<file path="config.mk">
export PLATFORM = sky130hd
export DESIGN_NAME = wdt_regif
export DESIGN_NICKNAME = d
export VERILOG_FILES = /design/src/rtl/wdt_regif_pkg.sv /design/src/rtl/wdt_regif_ctrl.sv /design/src/rtl/wdt_regif_dp.sv /design/src/rtl/wdt_regif.sv
export SDC_FILE = /design/constraint.sdc
export NUM_CORES = 1
export LEC_CHECK = 0
export BUFFER_PORTS_ARGS = -buffer_cell sky130_fd_sc_hd__buf_2
export CORE_MARGIN = 10
export CORE_UTILIZATION = 44
export CTS_CLUSTER_SIZE = 24
export DETAILED_ROUTE_END_ITERATION = 12
export PLACE_DENSITY_LB_ADDON = 0.12
export SLEW_MARGIN = 30
export SYNTH_ARGS = -nofsm -noshare
export SYNTH_HDL_FRONTEND = slang
export SYNTH_SLANG_ARGS = --single-unit
</file>
<file path="constraint.sdc">
create_clock -name clk -period 3.9 [get_ports clk]
set_clock_uncertainty 0.15 [all_clocks]
set_input_delay 0.78 -clock clk [delete_from_list [all_inputs] [get_ports clk]]
set_output_delay 0.78 -clock clk [all_outputs]
set_load 0.005 [all_outputs]
</file>
<file path="src/rtl/wdt_regif_pkg.sv">
package wdt_regif_pkg;
  localparam int ADDR_W = 4;
  localparam int DATA_W = 32;
  localparam int PRE_W = 20;
  localparam logic [1:0] SZ_BYTE = 2'd0;
  localparam logic [1:0] SZ_HALF = 2'd1;
  localparam logic [1:0] SZ_WORD = 2'd2;
  localparam logic [ADDR_W-1:0] OFF_PRE1 = 4'h0;
  localparam logic [ADDR_W-1:0] OFF_PRE2 = 4'h4;
  localparam logic [ADDR_W-1:0] OFF_CTRL = 4'hC;
  localparam logic [7:0] KEY_FIRST = 8'h80;
  localparam logic [7:0] KEY_SECOND = 8'h86;

  typedef enum logic [1:0] {GUARD_SHUT = 2'd0, GUARD_HALF = 2'd1, GUARD_OPEN = 2'd2} guard_t;

  typedef struct packed {
    logic ldPre1;
    logic ldPre2;
    logic reloadReq;
    logic clrReq;
  } strobe_t;
endpackage

</file>
<file path="src/rtl/wdt_regif_ctrl.sv">
module wdt_regif_ctrl
  import wdt_regif_pkg::*;
(
  input  logic              clk,
  input  logic              rstN,
  input  logic [ADDR_W-1:0] busAddr,
  input  logic [DATA_W-1:0] busWdata,
  input  logic [1:0]        busSize,
  input  logic              busWr,
  output strobe_t           strobes
);
  guard_t guardQ, guardD;
  logic [DATA_W-1:0] sizedData;
  logic isFirstKey, isSecondKey;

  always_comb begin
    case (busSize)
      SZ_BYTE: sizedData = {24'd0, busWdata[7:0]};
      SZ_HALF: sizedData = {16'd0, busWdata[15:0]};
      default: sizedData = busWdata;
    endcase
  end

  assign isFirstKey  = busWr && (busAddr == OFF_CTRL) && (sizedData == {24'd0, KEY_FIRST});
  assign isSecondKey = busWr && (busAddr == OFF_CTRL) && (sizedData == {24'd0, KEY_SECOND})
                       && (guardQ == GUARD_HALF);

  always_comb begin
    guardD  = guardQ;
    strobes = '0;
    if (isFirstKey) begin
      guardD = GUARD_HALF;
    end else if (isSecondKey) begin
      guardD = GUARD_OPEN;
    end else if (busWr && guardQ == GUARD_OPEN) begin
      guardD = GUARD_SHUT;
      if (busSize == SZ_WORD) begin
        strobes.ldPre1 = (busAddr == OFF_PRE1);
        strobes.ldPre2 = (busAddr == OFF_PRE2);
      end else if (busSize == SZ_HALF && busAddr == OFF_CTRL) begin
        strobes.reloadReq = busWdata[8];
        strobes.clrReq    = busWdata[9] | busWdata[12];
      end
    end
  end

  always_ff @(posedge clk) begin
    if (!rstN) guardQ <= GUARD_SHUT;
    else       guardQ <= guardD;
  end
endmodule

</file>
<file path="src/rtl/wdt_regif_dp.sv">
module wdt_regif_dp
  import wdt_regif_pkg::*;
(
  input  logic              clk,
  input  logic              rstN,
  input  strobe_t           strobes,
  input  logic [ADDR_W-1:0] busAddr,
  input  logic [DATA_W-1:0] busWdata,
  input  logic [1:0]        busSize,
  input  logic              busRd,
  output logic [DATA_W-1:0] busRdata,
  input  logic              cfgWr,
  input  logic [15:0]       cfgWdata,
  output logic [15:0]       cfgRdata,
  input  logic              lockWr,
  input  logic [7:0]        lockWdata,
  output logic [7:0]        lockRdata,
  input  logic              prevRebootFlag,
  output logic [PRE_W-1:0]  preload1,
  output logic [PRE_W-1:0]  preload2,
  output logic              reloadPulse,
  output logic              flagClrPulse,
  output logic              enable,
  output logic              freeRun,
  output logic              lockOut,
  output logic              fastScale,
  output logic [1:0]        intType,
  output logic              rebootEn
);
  localparam logic [PRE_W-1:0] PRE_RESET = '1;
  localparam logic [DATA_W-1:0] FLAG_WORD = 32'h0000_1200;

  always_ff @(posedge clk) begin
    if (!rstN) begin
      preload1     <= PRE_RESET;
      preload2     <= PRE_RESET;
      reloadPulse  <= 1'b0;
      flagClrPulse <= 1'b0;
      busRdata     <= '0;
    end else begin
      if (strobes.ldPre1) preload1 <= busWdata[PRE_W-1:0];
      if (strobes.ldPre2) preload2 <= busWdata[PRE_W-1:0];
      reloadPulse  <= strobes.reloadReq;
      flagClrPulse <= strobes.clrReq;
      busRdata     <= (busRd && busAddr == OFF_CTRL && busSize == SZ_HALF && prevRebootFlag)
                      ? FLAG_WORD : '0;
    end
  end

  always_ff @(posedge clk) begin
    if (!rstN) begin
      rebootEn  <= 1'b1;
      fastScale <= 1'b0;
      intType   <= 2'd0;
    end else if (cfgWr) begin
      rebootEn  <= ~cfgWdata[5];
      fastScale <= cfgWdata[2];
      intType   <= cfgWdata[1:0];
    end
  end

  always_ff @(posedge clk) begin
    if (!rstN) begin
      lockOut <= 1'b0;
      enable  <= 1'b0;
      freeRun <= 1'b0;
    end else if (lockWr && !lockOut) begin
      lockOut <= lockWdata[0];
      enable  <= lockWdata[1];
      freeRun <= lockWdata[2];
    end
  end

  assign cfgRdata  = {10'd0, ~rebootEn, 2'd0, fastScale, intType};
  assign lockRdata = {5'd0, freeRun, enable, lockOut};
endmodule

</file>
<file path="src/rtl/wdt_regif.sv">
module wdt_regif
  import wdt_regif_pkg::*;
(
  input  logic              clk,
  input  logic              rstN,
  input  logic [ADDR_W-1:0] busAddr,
  input  logic [DATA_W-1:0] busWdata,
  input  logic [1:0]        busSize,
  input  logic              busWr,
  input  logic              busRd,
  output logic [DATA_W-1:0] busRdata,
  input  logic              cfgWr,
  input  logic [15:0]       cfgWdata,
  output logic [15:0]       cfgRdata,
  input  logic              lockWr,
  input  logic [7:0]        lockWdata,
  output logic [7:0]        lockRdata,
  input  logic              prevRebootFlag,
  output logic [PRE_W-1:0]  preload1,
  output logic [PRE_W-1:0]  preload2,
  output logic              reloadPulse,
  output logic              flagClrPulse,
  output logic              enable,
  output logic              freeRun,
  output logic              lockOut,
  output logic              fastScale,
  output logic [1:0]        intType,
  output logic              rebootEn
);
  strobe_t strobes;

  wdt_regif_ctrl u_ctrl (
    .clk(clk), .rstN(rstN), .busAddr(busAddr), .busWdata(busWdata),
    .busSize(busSize), .busWr(busWr), .strobes(strobes)
  );

  wdt_regif_dp u_dp (
    .clk(clk), .rstN(rstN), .strobes(strobes), .busAddr(busAddr),
    .busWdata(busWdata), .busSize(busSize), .busRd(busRd), .busRdata(busRdata),
    .cfgWr(cfgWr), .cfgWdata(cfgWdata), .cfgRdata(cfgRdata),
    .lockWr(lockWr), .lockWdata(lockWdata), .lockRdata(lockRdata),
    .prevRebootFlag(prevRebootFlag), .preload1(preload1), .preload2(preload2),
    .reloadPulse(reloadPulse), .flagClrPulse(flagClrPulse), .enable(enable),
    .freeRun(freeRun), .lockOut(lockOut), .fastScale(fastScale),
    .intType(intType), .rebootEn(rebootEn)
  );
endmodule

</file>
==> impl_metrics.env <==
export IMPL_drive_gt1_share_pct=31.1
export IMPL_peakVddDrop_mv=0.149
export IMPL_max_slew_margin_pct=62.9
export IMPL_stdcell_area_mm2=0.00286
export IMPL_worstPathArrival_ns=2.36
export IMPL_viasPerCell=4.60
export IMPL_rrSetupSlack_ns=2.11
export IMPL_rows=26
export IMPL_fp_dieArea_mm2=0.00889
export IMPL_hpwl_mm=5.52
export IMPL_cap_violations=0
export IMPL_cts_made_buffers=5
export IMPL_path_clk_slew_ns=0.09
export IMPL_crit_end="u_ctrl.guardQ[1]$_SDFFE_PP0P_"
export IMPL_die_h_um=94.3
export IMPL_post_cts_resized=0
export IMPL_gp_congestion=0.841
export IMPL_io_buffers=109
export IMPL_reg2reg_depth=4
export IMPL_finalPower_mw=0.912
export IMPL_cts_root_buffer="clkbuf_8"
export IMPL_ys_seq_area_share_pct=42.9
export IMPL_grt_ovfl_total=0
export IMPL_postCtsSetupBuffers=0
export IMPL_nNetsFinal=468
export IMPL_yosysTopAreaCell="dfxtp_1"
export IMPL_wl_met1_mm=3.05
export IMPL_r2r_start="u_ctrl.guardQ[0]$_SDFFE_PN0P_"
export IMPL_met3_length_um=788
export IMPL_finalHoldViolations=0
export IMPL_grt_first_pass_wirelength_mm=10.7
export IMPL_startpoint_type="input pin"
export IMPL_grt_max_degree=35
export IMPL_rsz0062_at_grt="no"
export IMPL_critPathCaptureType="flop"
export IMPL_top_layer_used="met4"
export IMPL_ys_async_sr_fraction_pct=0
export IMPL_holdWs_ns=0.315
export IMPL_fin_crit_ns=2.30
export IMPL_cts_sinks=52
export IMPL_place_area_mm2=0.00278
export IMPL_tns_ns=0
export IMPL_netlist_instances=301
export IMPL_drtPass1Iterations=5
export IMPL_dieWidth_um=94.3
export IMPL_n_antenna_cell=0
export IMPL_antenna_found_initial=0
export IMPL_synth_warnings=0
export IMPL_critical_path_class="input pin to flop"
export IMPL_clock_latency_ns=0.29
export IMPL_crit_required_ns=3.97
export IMPL_hold_class="flop to flop"
export IMPL_first_global_vias=2160
export IMPL_synthTopCellsByCount="nand2_1 (85), buf_4 (55), dfxtp_1 (52)"
export IMPL_cts_buffer_depth=2
export IMPL_avgSynthCellArea_um2=8.07
export IMPL_grt_use_total_pct=14.8
export IMPL_yosysMostFrequentCell="nand2_1"
export IMPL_hold_buffers=0
export IMPL_dp_slack_ns=1.22
export IMPL_r2r_end="u_dp.preload1[8]$_SDFFE_PN1P_"
export IMPL_fmax_mhz=436
export IMPL_synth_edf_count=0
export IMPL_yosys_top_cells_area="dfxtp_1 (43%), buf_4 (17%), nand2_1 (13%)"
export IMPL_initial_core_util_pct=46.4
export IMPL_drc_errors=0
export IMPL_vias=2157
export IMPL_num_io_pins=174
export IMPL_finish_utilization_pct=54.6
export IMPL_area_growth_pct=17.7
export IMPL_final_cells=469
export IMPL_yosysTopAreaCellShare_pct=42.9
export IMPL_drt_iter0_markers=99
export IMPL_power_density_mw_per_mm2=319
export IMPL_startpoint="busWdata[19]"
export IMPL_p_leak_nw=1.49
export IMPL_ys_types=35
export IMPL_finalSetupViolations=0
export IMPL_synth_seq_cells=52
export IMPL_synth_ff_type="dfxtp_1"
export IMPL_htreeDepth=2
export IMPL_cp_max_fo=3
export IMPL_layout_setup_ws_ns=1.60
export IMPL_routed_wl_mm=6.96
export IMPL_drv_slew=0
export IMPL_cts_tree="done"
export IMPL_fin_crit_sh_pct=58.9
export IMPL_netlist_area_mm2=0.00243
export IMPL_status="finished clean"
export IMPL_place_inst=462
export IMPL_met2_length_mm=3.03
export IMPL_core_area_mm2=0.00524
export IMPL_tightest_slew_ns=0.550
export IMPL_wl_per_cell_um=14.8
export IMPL_ant_nets=0
## worst min-delay path by stage
stage	start	endpoint	slack, ns	cells past startpoint
floorplan	u_ctrl.guardQ[1]$_SDFFE_PP0P_	u_ctrl.guardQ[1]$_SDFFE_PP0P_	0.31	2
global placement	u_dp.preload2[9]$_SDFFE_PN1P_	u_dp.preload2[9]$_SDFFE_PN1P_	0.29	2
detailed placement	u_dp.preload2[14]$_SDFFE_PN1P_	u_dp.preload2[14]$_SDFFE_PN1P_	0.30	2
CTS	u_dp.preload2[4]$_SDFFE_PN1P_	u_dp.preload2[4]$_SDFFE_PN1P_	0.32	2
global route	u_dp.preload2[14]$_SDFFE_PN1P_	u_dp.preload2[14]$_SDFFE_PN1P_	0.33	2
finish	u_dp.preload2[12]$_SDFFE_PN1P_	u_dp.preload2[12]$_SDFFE_PN1P_	0.31	2
## area by class of cell
| class | count | area [um2] |
|---|---|---|
| Sequential cell | 52 | 1040 |
| Fill cell | 532 | 2380 |
| Clock inverter | 1 | 5.00 |
| Timing Repair Buffer | 112 | 568 |
| Inverter | 4 | 15.0 |
| Clock buffer | 6 | 72.6 |
| Tap cell | 70 | 87.6 |
| Multi-Input combinational cell | 224 | 1070 |
## where the power goes
group | leakage (nW) | internal [mW] | switching [mW]
clock | 0.0410 | 0.122 | 0.166
combinational | 1.02 | 0.0340 | 0.0527
sequential | 0.422 | 0.535 | 0.00261
## worst max-delay path, stage by stage
cell and delay, ns:
buf_2 0.12, nor4_1 0.37, a41oi_1 0.26, or4_1 0.59
a211oi_1 0.23
## metal layers
layer,vias up,global-route usage [%]
met5,-,0
met4,0,5.32
met3,7,5.44
met2,108,23.1
met1,957,18.2
li1,1085,-
## logic make-up (layout without fill, tap and decap cells)
group / count (synthesis) / count (layout) / synth area share (%)
compound gates: 9 / 9 / 2.89
mux: 5 / 5 / 2.06
flops: 52 / 52 / 42.9
other cells: 1 / 47 / 0.154
simple gates: 163 / 163 / 31.8
buf+inv: 71 / 123 / 20.2
## flip-flops by register name, indices dropped and copies added, names as in the netlist, 2 cells and up
register	count
u_dp.preload1	20
u_dp.preload2	20
u_ctrl.guardQ	2
u_dp.intType	2
## cells in the final DEF (no fill, tap or decap), types with 2 or more instances in the layout
master,synthesis,layout
buf_2,2,109
nand3_1,39,39
nand4_1,2,2
buf_4,55,3
dfxtp_1,52,52
nand2_1,85,85
and2_1,2,2
nor4_1,9,9
inv_1,4,4
nor2_1,14,14
mux2i_1,5,5
clkbuf_8,0,5
conb_1,1,47
Note: power is estimated with default switching activity, not from simulation.
